File: src/rtl/pt_walker_pkg.sv
// Package: shared types for the two-level page table walker.
// Assumes nothing beyond standard SystemVerilog.
package pt_walker_pkg;

    // Walk sequencing states
    typedef enum logic [1:0] {
        WS_IDLE  = 2'd0,
        WS_OUTER = 2'd1,
        WS_INNER = 2'd2,
        WS_DONE  = 2'd3
    } walk_state_e;

    // Table level a read or a fault belongs to
    typedef enum logic {
        LVL_TOP    = 1'b0,
        LVL_SECOND = 1'b1
    } walk_level_e;

endpackage

File: src/rtl/pt_va_split.sv
// Module: pt_va_split
// Splits a virtual address into top index, second index and page offset.
// Assumes VA_W = 2*IDX_W + OFF_W with the top index in the most significant bits.
module pt_va_split #(
    parameter int IDX_W = 10,
    parameter int OFF_W = 12,
    localparam int VA_W = 2 * IDX_W + OFF_W
) (
    input  logic [VA_W-1:0]  vaddr,
    output logic [IDX_W-1:0] top_idx,
    output logic [IDX_W-1:0] sec_idx,
    output logic [OFF_W-1:0] page_off
);

    // Field extraction
    always_comb begin
        top_idx  = vaddr[VA_W-1 -: IDX_W];
        sec_idx  = vaddr[OFF_W+IDX_W-1 -: IDX_W];
        page_off = vaddr[OFF_W-1:0];
    end

endmodule

File: src/rtl/pt_entry_addr.sv
// Module: pt_entry_addr
// Forms the byte address of a table entry as base + index * entry size.
// Assumes entries are 2**ENT_LOG2 bytes and the sum fits in PA_W bits.
module pt_entry_addr #(
    parameter int PA_W     = 32,
    parameter int IDX_W    = 10,
    parameter int ENT_LOG2 = 2
) (
    input  logic [PA_W-1:0]  table_base,
    input  logic [IDX_W-1:0] index,
    output logic [PA_W-1:0]  entry_addr
);

    localparam int PAD_W = PA_W - IDX_W - ENT_LOG2;

    // Scaled index added to the table base
    always_comb begin
        entry_addr = table_base + {{PAD_W{1'b0}}, index, {ENT_LOG2{1'b0}}};
    end

endmodule

File: src/rtl/pt_walk_ctrl.sv
// Module: pt_walk_ctrl
// Sequences one walk: capture request, read top entry, read second entry,
// present the result. Holds each read until memory answers, ignores read
// data when no read is outstanding, and holds the result until taken.
// Assumes at most one read outstanding and mem_rvalid pulses once per read.
module pt_walk_ctrl
    import pt_walker_pkg::*;
#(
    parameter int PA_W  = 32,
    parameter int IDX_W = 10,
    parameter int OFF_W = 12,
    localparam int VA_W = 2 * IDX_W + OFF_W
) (
    input  logic            clk,
    input  logic            rst_n,
    input  logic            req_valid,
    input  logic [VA_W-1:0] req_vaddr,
    input  logic [PA_W-1:0] root_base,
    output logic            req_ready,
    output logic            mem_req,
    output walk_level_e     read_level,
    input  logic            mem_rvalid,
    input  logic [PA_W-1:0] mem_rdata,
    input  logic            rsp_ready,
    output logic            rsp_valid,
    output logic            rsp_fault,
    output logic            rsp_level,
    output logic [PA_W-1:0] rsp_paddr,
    output logic [VA_W-1:0] va_q,
    output logic [PA_W-1:0] root_q,
    output logic [PA_W-1:0] sec_base_q
);

    walk_state_e     state_q;
    logic            fault_q;
    logic            level_q;
    logic [PA_W-1:0] paddr_q;
    logic            present;
    logic [PA_W-OFF_W-1:0] frame;

    // Decode the present flag and frame number of the returned entry
    always_comb begin
        present = mem_rdata[0];
        frame   = mem_rdata[PA_W-1:OFF_W];
    end

    // Walk state and captured values
    always_ff @(posedge clk) begin
        if (!rst_n) begin
            state_q    <= WS_IDLE;
            va_q       <= '0;
            root_q     <= '0;
            sec_base_q <= '0;
            fault_q    <= 1'b0;
            level_q    <= 1'b0;
            paddr_q    <= '0;
        end else begin
            case (state_q)
                WS_IDLE: begin
                    if (req_valid) begin
                        va_q    <= req_vaddr;
                        root_q  <= root_base;
                        state_q <= WS_OUTER;
                    end
                end
                WS_OUTER: begin
                    if (mem_rvalid) begin
                        if (!present) begin
                            fault_q <= 1'b1;
                            level_q <= LVL_TOP;
                            paddr_q <= '0;
                            state_q <= WS_DONE;
                        end else begin
                            sec_base_q <= {frame, {OFF_W{1'b0}}};
                            state_q    <= WS_INNER;
                        end
                    end
                end
                WS_INNER: begin
                    if (mem_rvalid) begin
                        if (!present) begin
                            fault_q <= 1'b1;
                            level_q <= LVL_SECOND;
                            paddr_q <= '0;
                        end else begin
                            fault_q <= 1'b0;
                            level_q <= 1'b0;
                            paddr_q <= {frame, va_q[OFF_W-1:0]};
                        end
                        state_q <= WS_DONE;
                    end
                end
                WS_DONE: begin
                    if (rsp_ready) begin
                        state_q <= WS_IDLE;
                    end
                end
                default: state_q <= WS_IDLE;
            endcase
        end
    end

    // Handshake and read-port outputs from the state
    always_comb begin
        req_ready  = (state_q == WS_IDLE);
        mem_req    = (state_q == WS_OUTER) || (state_q == WS_INNER);
        read_level = (state_q == WS_INNER) ? LVL_SECOND : LVL_TOP;
        rsp_valid  = (state_q == WS_DONE);
        rsp_fault  = fault_q;
        rsp_level  = level_q;
        rsp_paddr  = paddr_q;
    end

endmodule

File: src/rtl/pt_walker.sv
// Module: pt_walker (top)
// Two-level page table walker: one translation at a time, two dependent
// reads on a single memory read port, result or fault on a response channel.
// Assumes 4-byte entries with frame number in the upper bits and the present
// flag in bit 0, and a memory that answers each read exactly once.
module pt_walker
    import pt_walker_pkg::*;
#(
    parameter int PA_W     = 32,
    parameter int IDX_W    = 10,
    parameter int OFF_W    = 12,
    parameter int ENT_LOG2 = 2,
    localparam int VA_W    = 2 * IDX_W + OFF_W,
    localparam int N_LVL   = 2
) (
    input  logic            clk,
    input  logic            rst_n,
    input  logic [PA_W-1:0] root_base,
    input  logic            req_valid,
    output logic            req_ready,
    input  logic [VA_W-1:0] req_vaddr,
    output logic            mem_req,
    output logic [PA_W-1:0] mem_addr,
    input  logic            mem_rvalid,
    input  logic [PA_W-1:0] mem_rdata,
    output logic            rsp_valid,
    input  logic            rsp_ready,
    output logic            rsp_fault,
    output logic            rsp_level,
    output logic [PA_W-1:0] rsp_paddr,
    output logic [VA_W-1:0] rsp_vaddr
);

    logic [VA_W-1:0]  va_q;
    logic [PA_W-1:0]  root_q;
    logic [PA_W-1:0]  sec_base_q;
    walk_level_e      read_level;
    logic [IDX_W-1:0] top_idx;
    logic [IDX_W-1:0] sec_idx;
    logic [OFF_W-1:0] page_off;
    logic [PA_W-1:0]  lvl_base [N_LVL];
    logic [IDX_W-1:0] lvl_idx  [N_LVL];
    logic [PA_W-1:0]  lvl_addr [N_LVL];

    pt_va_split #(.IDX_W(IDX_W), .OFF_W(OFF_W)) u_split (
        .vaddr    (va_q),
        .top_idx  (top_idx),
        .sec_idx  (sec_idx),
        .page_off (page_off)
    );

    // Per-level table base and index selection
    always_comb begin
        lvl_base[0] = root_q;
        lvl_idx[0]  = top_idx;
        lvl_base[1] = sec_base_q;
        lvl_idx[1]  = sec_idx;
    end

    for (genvar g = 0; g < N_LVL; g++) begin : g_lvl
        pt_entry_addr #(
            .PA_W     (PA_W),
            .IDX_W    (IDX_W),
            .ENT_LOG2 (ENT_LOG2)
        ) u_addr (
            .table_base (lvl_base[g]),
            .index      (lvl_idx[g]),
            .entry_addr (lvl_addr[g])
        );
    end

    pt_walk_ctrl #(.PA_W(PA_W), .IDX_W(IDX_W), .OFF_W(OFF_W)) u_ctrl (
        .clk        (clk),
        .rst_n      (rst_n),
        .req_valid  (req_valid),
        .req_vaddr  (req_vaddr),
        .root_base  (root_base),
        .req_ready  (req_ready),
        .mem_req    (mem_req),
        .read_level (read_level),
        .mem_rvalid (mem_rvalid),
        .mem_rdata  (mem_rdata),
        .rsp_ready  (rsp_ready),
        .rsp_valid  (rsp_valid),
        .rsp_fault  (rsp_fault),
        .rsp_level  (rsp_level),
        .rsp_paddr  (rsp_paddr),
        .va_q       (va_q),
        .root_q     (root_q),
        .sec_base_q (sec_base_q)
    );

    // Read address of the level being walked; response echoes the request
    always_comb begin
        mem_addr  = (read_level == LVL_SECOND) ? lvl_addr[1] : lvl_addr[0];
        rsp_vaddr = va_q;
    end

endmodule

File: config.mk
export PLATFORM = sky130hd
export DESIGN_NAME = pt_walker
export DESIGN_NICKNAME = d
export VERILOG_FILES = /design/src/rtl/pt_walker_pkg.sv /design/src/rtl/pt_va_split.sv /design/src/rtl/pt_entry_addr.sv /design/src/rtl/pt_walk_ctrl.sv /design/src/rtl/pt_walker.sv
export SDC_FILE = /design/constraint.sdc
export NUM_CORES = 1
export LEC_CHECK = 0
export ABC_AREA = 0
export BUFFER_PORTS_ARGS = -buffer_cell sky130_fd_sc_hd__buf_2
export CAP_MARGIN = 20
export CORE_MARGIN = 2
export CORE_UTILIZATION = 54
export DETAILED_ROUTE_END_ITERATION = 12
export PLACE_DENSITY_LB_ADDON = 0.08
export SLEW_MARGIN = 0
export SYNTH_ARGS = -nofsm -noshare
export SYNTH_HDL_FRONTEND = slang
export SYNTH_SLANG_ARGS = --single-unit
File: constraint.sdc
create_clock -name clk -period 6.68 [get_ports clk]
set_input_delay 0.668 -clock clk [delete_from_list [all_inputs] [get_ports clk]]
set_output_delay 0.668 -clock clk [all_outputs]
set_load 0.1 [all_outputs]
# Word level (Yosys, flattened, before mapping)
# Index checks and enable logic that the tools add are counted.
# word_totals
ff_bits	120
elab_cells	45
out_inout_bits	101
input_bits	101
# op_classes
reduce_logical	7
add_sub_neg	2
n_mux	21
eq_ne	8
# ops
cell	n
two-way mux 32 bit	5
adder 32 x 12 -> 32 bit	2
case mux 32 bit (2 select lines)	1
two-way mux 1 bit	8
two-way mux 2 bit	4
inequality test 2 bit (second input constant)	4
case mux 2 bit (4 select lines)	1
AND reduction 4 bit	2
equality test 2 bit (second input constant)	2
case mux 1 bit (2 select lines)	2
AND reduction 3 bit	1
equality test 2 x 1 -> 1 bit (second input constant)	1
logical NOT 2 bit	1
inequality test 2 x 1 -> 1 bit (second input constant)	1
AND reduction 2 bit	1
nonzero test 2 bit	1
logical OR 1 bit	1

# Longest topological paths before layout
# Gate-level depths: netlist of the first run.
# depth
depth_word	3
depth_mapped	9
mapped_depth_nobuf	8

# Hierarchy
# From an unflattened synthesis of the first run, not the netlist that was laid out.
# hier_totals
cells_unflattened	866
area_unflattened_um2	7274.5
# by_module_without_submodules
module	area_each_um2	cells_per_inst	n_inst
pt_walk_ctrl	4730.8	556	1
pt_entry_addr	879.6	121	2
pt_walker	544.3	36	1
pt_va_split	240.2	32	1

# Worst setup path after synthesis of the first run
# No wires, ideal clock.
# synth_timing
path_kind	reg-to-output
from	register u_ctrl.va_q[22]
to	output port mem_addr[10]
n_path_buf	0
arrival_ns	5.276
t_required_ns	6.012
slack_ns	0.736
stages_incl_launch_ff	9
cell_sequence	dfxtp_1 > ha_1 > fa_1 > a21oi_1 > nand4b_1 > a21boi_0 > o21a_1 > nor3_1 > o41ai_1
# synth_between
elab_chain_cells	2
# synth_rtl
item	line	rtl
start, declared	pt_walk_ctrl.sv:29	output logic [VA_W-1:0] va_q,
start signal, assigned	pt_walk_ctrl.sv:61	va_q <= req_vaddr;
adder 32 x 12 -> 32 bit	pt_entry_addr.sv:18	entry_addr = table_base + {{PAD_W{1'b0}}, index, {ENT_LOG2{1'b0}}};
two-way mux 32 bit	pt_walker.sv:95	mem_addr = (read_level == LVL_SECOND) ? lvl_addr[1] : lvl_addr[0];
end, declared	pt_walker.sv:23	output logic [PA_W-1:0] mem_addr,
# No other way between the ends.

# Worst setup path in the final report of the first run
# layout_timing
from	register u_ctrl.va_q[22]
to	output port mem_addr[18]
# The elaborated chain is that of the path after synthesis.

==> results.json, run 1 <==
{
  "wl_per_cell_microns": 14.6,
  "h-tree-depth": 4,
  "synthFlopType": "dfxtp_1",
  "synth_cells": 711,
  "routed_via_density": 5.37,
  "worstPathRequired_ns": 6.01,
  "final.setup.worst_slack_ns": 2.58,
  "powerDensity_nw_per_um2": 480,
  "vias": 5481,
  "io_buffers": 190,
  "area_growth_pct": 26.3,
  "detail_route.first_pass.iterations": 4,
  "clock-sinks": 120,
  "synthTopCellsByArea": "dfxtp_1 41%, nand2_1 13%, a21boi_0 11%, a22oi_1 4.4%, nor2b_1 4.3%",
  "clock.fmax_mhz": 244,
  "grt_pass1_vias": 5308,
  "clk_pin_slew_ns": 0.06,
  "final_nets": 986,
  "relSlewSlack": 0.461,
  "place_ws_ns": 2.70,
  "clock_latency_ns": 0.51,
  "yosysTopAreaCellShare": 0.414,
  "final.fill_count": 890,
  "cts_setup_buffers": 0,
  "multi_input_area_sq_um": 3130,
  "drive_gt1_frac": 0.276,
  "fin_crit_sh": 0.614,
  "pin_count": 202,
  "drt_wl_total_mm": 14.9,
  "cts-root-buf": "clkbuf_8",
  "grt_overflow": 0,
  "yosys.area.top_type": "dfxtp_1",
  "ys_seq_area_frac": 0.414,
  "dieWidth_microns": 108,
  "drv_slew": 0,
  "grt_first_pass_wirelength_mm": 24.1,
  "crit_type": "flip-flop to primary output",
  "drv_cap": 0,
  "setup_viol": 0,
  "hold_violations": 0,
  "cts_hold_buf": 0,
  "finalSetupTns_ns": 0,
  "track_usage": 0.258,
  "remaining_drc_errors": 0,
  "ys_types": 50,
  "yosys_warnings": 0,
  "worstPathArrival_ns": 3.43,
  "hp-class": "primary input to flip-flop",
  "numCtsBuffers": 17,
  "startpoint_type": "flip-flop",
  "post_cts_resized": 0,
  "tightest_slew_ns": 0.807,
  "synth-edff-count": 0,
  "final_antenna_net_count": 0,
  "syn_area_sq_um": 5810,
  "crit_fanout": 14,
  "register_area_sq_um": 2400,
  "start_util": 0.560,
  "fp.dieH_microns": 108,
  "outcome": "finished clean",
  "rsz0062_at_grt": "false",
  "gp_congestion": 0.832,
  "worstSetupEndpointType": "primary output",
  "period_needed_ns": 4.10,
  "dpl.hpwl_mm": 10.4,
  "row_count": 37,
  "syn_avg_cell_area_sq_um": 8.17,
  "peakVddDrop_uv": 371,
  "antenna_found_initial": 3,
  "die_area_sq_um": 11600,
  "ys_ff_latch": 120,
  "p_leak_uw": 0.00312,
  "fp.coreArea_sq_um": 10400,
  "cts_tree": "done",
  "synth_nets": 827,
  "clock_skew_ns": 0.00642,
  "synth-async-reset-ratio": 0,
  "grt_max_degree": 99,
  "cts.path.max_buffers": 2,
  "drt_iter0_markers": 247
}
-- worst paths after layout --
path / start / to / slack, ns / cells past startpoint
min reg2reg: u_ctrl.sec_base_q[23] / u_ctrl.sec_base_q[23] / 0.47 / 2
min: req_vaddr[5] / u_ctrl.va_q[5] / 0.40 / 3
max reg2reg: u_ctrl.state_q[0] / u_ctrl.rsp_paddr[5] / 4.36 / 8
max: u_ctrl.va_q[22] / mem_addr[18] / 2.58 / 10
-- synth_stat cells, types with 3 or more instances --
cell,number
ha_1,14
a21oi_1,9
a21o_1,3
buf_1,4
nand3_1,9
a22oi_1,34
nand2b_1,3
o211ai_1,5
inv_1,4
and4_1,3
clkbuf_1,42
o21a_1,3
or4_1,7
nor2b_1,40
o21ai_0,26
and3_1,4
nand4_1,5
nor2_1,18
xor2_1,10
nor3_1,4
o31ai_1,9
dfxtp_1,120
a31oi_1,8
and2_1,5
buf_4,11
a21boi_0,85
nand2_1,198
-- cell usage in the layout (no fill, tap or decap), types with 8 or more instances in the layout --
cell	n
nor2_1	17
a22oi_1	34
a31oi_1	8
dfxtp_1	120
clkbuf_16	16
a21boi_0	85
o31ai_1	9
ha_1	14
buf_2	190
xor2_1	10
a21oi_1	9
nor2b_1	40
o21ai_0	26
nand2_1	197
nand3_1	9
-- state kept, by name, summed over array words and instances, names as in the netlist --
register,flops
u_ctrl.rsp_paddr,32
u_ctrl.rsp_level,1
u_ctrl.sec_base_q,20
u_ctrl.state_q,2
u_ctrl.va_q,32
u_ctrl.rsp_fault,1
u_ctrl.root_q,32
-- cell type report --
class	instances	share of cell area
Clock buffer	18	0.0584
Multi-Input combinational cell	529	0.427
Antenna cell	1	0.000341
Timing Repair Buffer	198	0.141
Sequential cell	120	0.328
Tap cell	136	0.0232
Clock inverter	14	0.0208
Inverter	4	0.00205
-- kinds of logic (layout without fill, tap and decap cells) --
logic type	count (synthesis)	count (layout)	synth area share
compound gates	195	195	0.242
buf+inv	62	234	0.0485
simple gates	303	303	0.236
flops	120	120	0.414
xor+xnor	12	12	0.0181
mux	4	4	0.00819
fa+ha+maj	15	15	0.0336
other cells	0	1	0
-- stage by stage --
| stage | cells | hold WS (ns) | cell area (sq um) | total power (uW) | utilization |
|---|---|---|---|---|---|
| after floorplan | 711 | 0.439 | 5810 | 2360 | - |
| after global placement | 984 | 0.448 | 6700 | 2610 | 0.646 |
| after detailed placement | 984 | 0.461 | 6700 | 2640 | 0.646 |
| after CTS | 1016 | 0.384 | 7280 | 3520 | 0.702 |
| after global routing | 1020 | 0.389 | 7330 | 3670 | 0.707 |
| final | 1020 | 0.398 | 7330 | 3520 | 0.707 |
-- metal layers --
metal | up-vias | global-route usage | wire length (microns)
met5 | - | 0 | 13
met4 | 2 | 0.0952 | 287
met3 | 23 | 0.0914 | 1100
met2 | 167 | 0.431 | 7290
met1 | 2532 | 0.305 | 6170
li1 | 2757 | - | -
-- critical path, stage by stage (launching register included) --
cell and delay [ns]:
dfxtp_1 0.32, ha_1 0.25, fa_1 0.42, a21oi_1 0.21, nand4b_1 0.20, a21oi_2 0.11, nor4_2 0.35, clkbuf_4 0.30
o31ai_1 0.10, a31oi_1 0.21, buf_2 0.46
-- power by group --
part / internal (uW) / switching, uW
sequential: 814 / 80.4
combinational: 305 / 1440
clock: 541 / 337
(Power assumes the default switching activity.)
==> run 2: changes to the inputs <==
--- a/config.mk
+++ b/config.mk
@@ -9,7 +9,7 @@
 export BUFFER_PORTS_ARGS = -buffer_cell sky130_fd_sc_hd__buf_2
 export CAP_MARGIN = 20
 export CORE_MARGIN = 2
-export CORE_UTILIZATION = 54
+export CORE_UTILIZATION = 50
 export DETAILED_ROUTE_END_ITERATION = 12
 export PLACE_DENSITY_LB_ADDON = 0.08
 export SLEW_MARGIN = 0
==> constraint.sdc (replaced) <==
create_clock -name clk -period 3.98 [get_ports clk]
set_input_delay 0.398 -clock clk [delete_from_list [all_inputs] [get_ports clk]]
set_output_delay 0.398 -clock clk [all_outputs]
set_load 0.1 [all_outputs]
==> run 2 against run 1 <==
- clock power increased by 78%
- register-to-register slack got worse by 2.9 ns
- design area increased by 4.3%
- final cell count increased by 0.59%
- combinational power increased by 83%
- routed wire length increased by 3.2%
- largest cell class unchanged
- power increased by 78%
- critical path depth unchanged
- non-clock buffer count increased by 2
- sequential power increased by 69%
- utilization decreased by 3.4 points
==> results.json, run 2 (synthesized netlist as in run 1, its figures left out) <==
{
  "outcome": "finished clean",
  "clk_pin_slew_ns": 0.05,
  "worstSetupEndpointType": "primary output",
  "drive_gt1_frac": 0.297,
  "drv_slew": 0,
  "final_nets": 988,
  "switching_share": 0.504,
  "grt_first_pass_wirelength_mm": 24.8,
  "area_growth_pct": 31.7,
  "grt_overflow": 0,
  "numCtsBuffers": 17,
  "cts.path.max_buffers": 2,
  "setup_viol": 0,
  "timing.rr.start": "u_ctrl.state_q[0]",
  "dieWidth_microns": 112,
  "post_cts_resized": 0,
  "routed_via_density": 5.36,
  "peakVddDrop_uv": 773,
  "worstPathRequired_ns": 3.58,
  "cts_hold_buf": 0,
  "crit_type": "flip-flop to primary output",
  "antenna_found_initial": 1,
  "final_common_cell": "nand2_1",
  "die_area_sq_um": 12500,
  "relSlewSlack": 0.435,
  "fp.coreArea_sq_um": 11400,
  "cts-root-buf": "clkbuf_16",
  "clock_power_share": 0.250,
  "cpPeakStageDelay_ns": 0.57,
  "h-tree-depth": 4,
  "startpoint_type": "flip-flop",
  "start_util": 0.511,
  "fin_hold_ws_ns": 0.232,
  "track_usage": 0.245,
  "ff2ff_setup_slack_ns": 1.42,
  "worstHoldEndpoint": "u_ctrl.va_q[13]",
  "wl_per_cell_microns": 14.9,
  "crit_slowest_cell": "or4_1",
  "tightest_slew_ns": 0.848,
  "pin_count": 202,
  "p_switching_uw": 3150,
  "cp_cell_sequence": "ha_1, fa_1, a21oi_1, nand4b_1, a21oi_2, nor4_2, buf_4, or4_1, a31oi_4, buf_12",
  "insertedDiodeCount": 0,
  "worstHoldStart": "req_vaddr[13]",
  "r2r_cells": 8,
  "clock-sinks": 120,
  "p_leak_uw": 0.00323,
  "cts_tree": "done",
  "cts_setup_buffers": 0,
  "worstPathArrival_ns": 3.18,
  "fp.dieH_microns": 112,
  "hold_violations": 0,
  "period_needed_ns": 3.58,
  "grt_pass1_vias": 5393,
  "holdPathStages": 3,
  "internal_power_uw": 3100,
  "fin_crit_sh": 0.900,
  "row_count": 39,
  "drv_cap": 0,
  "placed_cells": 994,
  "rsz0062_at_grt": "false",
  "detail_route.first_pass.iterations": 5,
  "clock_latency_ns": 0.41,
  "clock.fmax_mhz": 279,
  "drt_wl_total_mm": 15.3,
  "remaining_drc_errors": 0,
  "fin_cells": 1026,
  "power_frac_seq": 0.241,
  "drt_iter0_markers": 228,
  "vias": 5504,
  "powerDensity_nw_per_um2": 817,
  "gp_congestion": 0.883,
  "most-common-layout-cells": "197 x nand2_1, 183 x buf_2, 120 x dfxtp_1, 85 x a21boi_0, 40 x nor2b_1",
  "combinationalPowerShare": 0.510,
  "crit_fanout": 16,
  "grt_max_degree": 65,
  "io_buffers": 190,
  "final_antenna_net_count": 0,
  "worstReg2RegEnd": "u_ctrl.rsp_paddr[16]",
  "hp-class": "primary input to flip-flop",
  "dpl.hpwl_mm": 11.1,
  "clock_skew_ns": 0.00490
}
==> run 2: area by class of cell <==
type	count	area, sq um
well taps	143	179
clock buffers	22	484
inverters	4	15.0
multi-input cells	529	3290
repair buffers	200	1150
fillers	1026	3720
clock inverters	8	120
flip-flops and latches	120	2400
==> run 2: worst max-delay path by stage <==
| stage | start | cells after the start | end |
|---|---|---|---|
| finish | u_ctrl.va_q[22] | 10 | mem_addr[22] |
| global route | u_ctrl.va_q[22] | 10 | mem_addr[22] |
| CTS | u_ctrl.va_q[22] | 10 | mem_addr[22] |
| detailed placement | u_ctrl.va_q[22] | 10 | mem_addr[22] |
| global placement | u_ctrl.va_q[22] | 9 | mem_addr[12] |
| floorplan | u_ctrl.va_q[22] | 8 | mem_addr[10] |
==> run 2: routing by layer <==
layer / global-route usage / wire, microns / up-vias
li1: - / - / 2758
met1: 0.270 / 6150 / 2532
met2: 0.423 / 7550 / 175
met4: 0.114 / 510 / 0
met5: 0 / 0 / -
met3: 0.0838 / 1130 / 39
==> run 2: per-stage QoR <==
step / utilization / area [sq um] / power [uW] / worst slack, ns / setup TNS [ns]
4_1_cts: 0.669 / 7610 / 6260 / 0.392 / 0
3_3_place_gp: 0.616 / 7010 / 4650 / 0.921 / 0
6_report: 0.672 / 7650 / 6250 / 0.399 / 0
3_5_place_dp: 0.616 / 7010 / 4700 / 0.840 / 0
5_1_grt: 0.672 / 7650 / 6510 / 0.241 / 0
2_1_floorplan: - / 5970 / 4080 / -0.400 / -0.400
==> run 2: worst max-delay path, delay by kind of cell, from the launching register on <==
family / cells / cell delay [ns]
simple gates: 3 / 0.89
buf+inv: 2 / 0.39
flops: 1 / 0.35
compound gates: 3 / 0.64
fa+ha+maj: 2 / 0.50
==> run 2: power groups by stage <==
| stage | registers [uW] | logic (uW) | clock network (uW) |
|---|---|---|---|
| 2_1_floorplan | 1900 | 2180 | 0 |
| 3_3_place_gp | 1520 | 3130 | 0 |
| 3_5_place_dp | 1530 | 3170 | 0 |
| 4_1_cts | 1500 | 3180 | 1580 |
| 5_1_grt | 1530 | 3330 | 1640 |
| 6_report | 1510 | 3190 | 1560 |
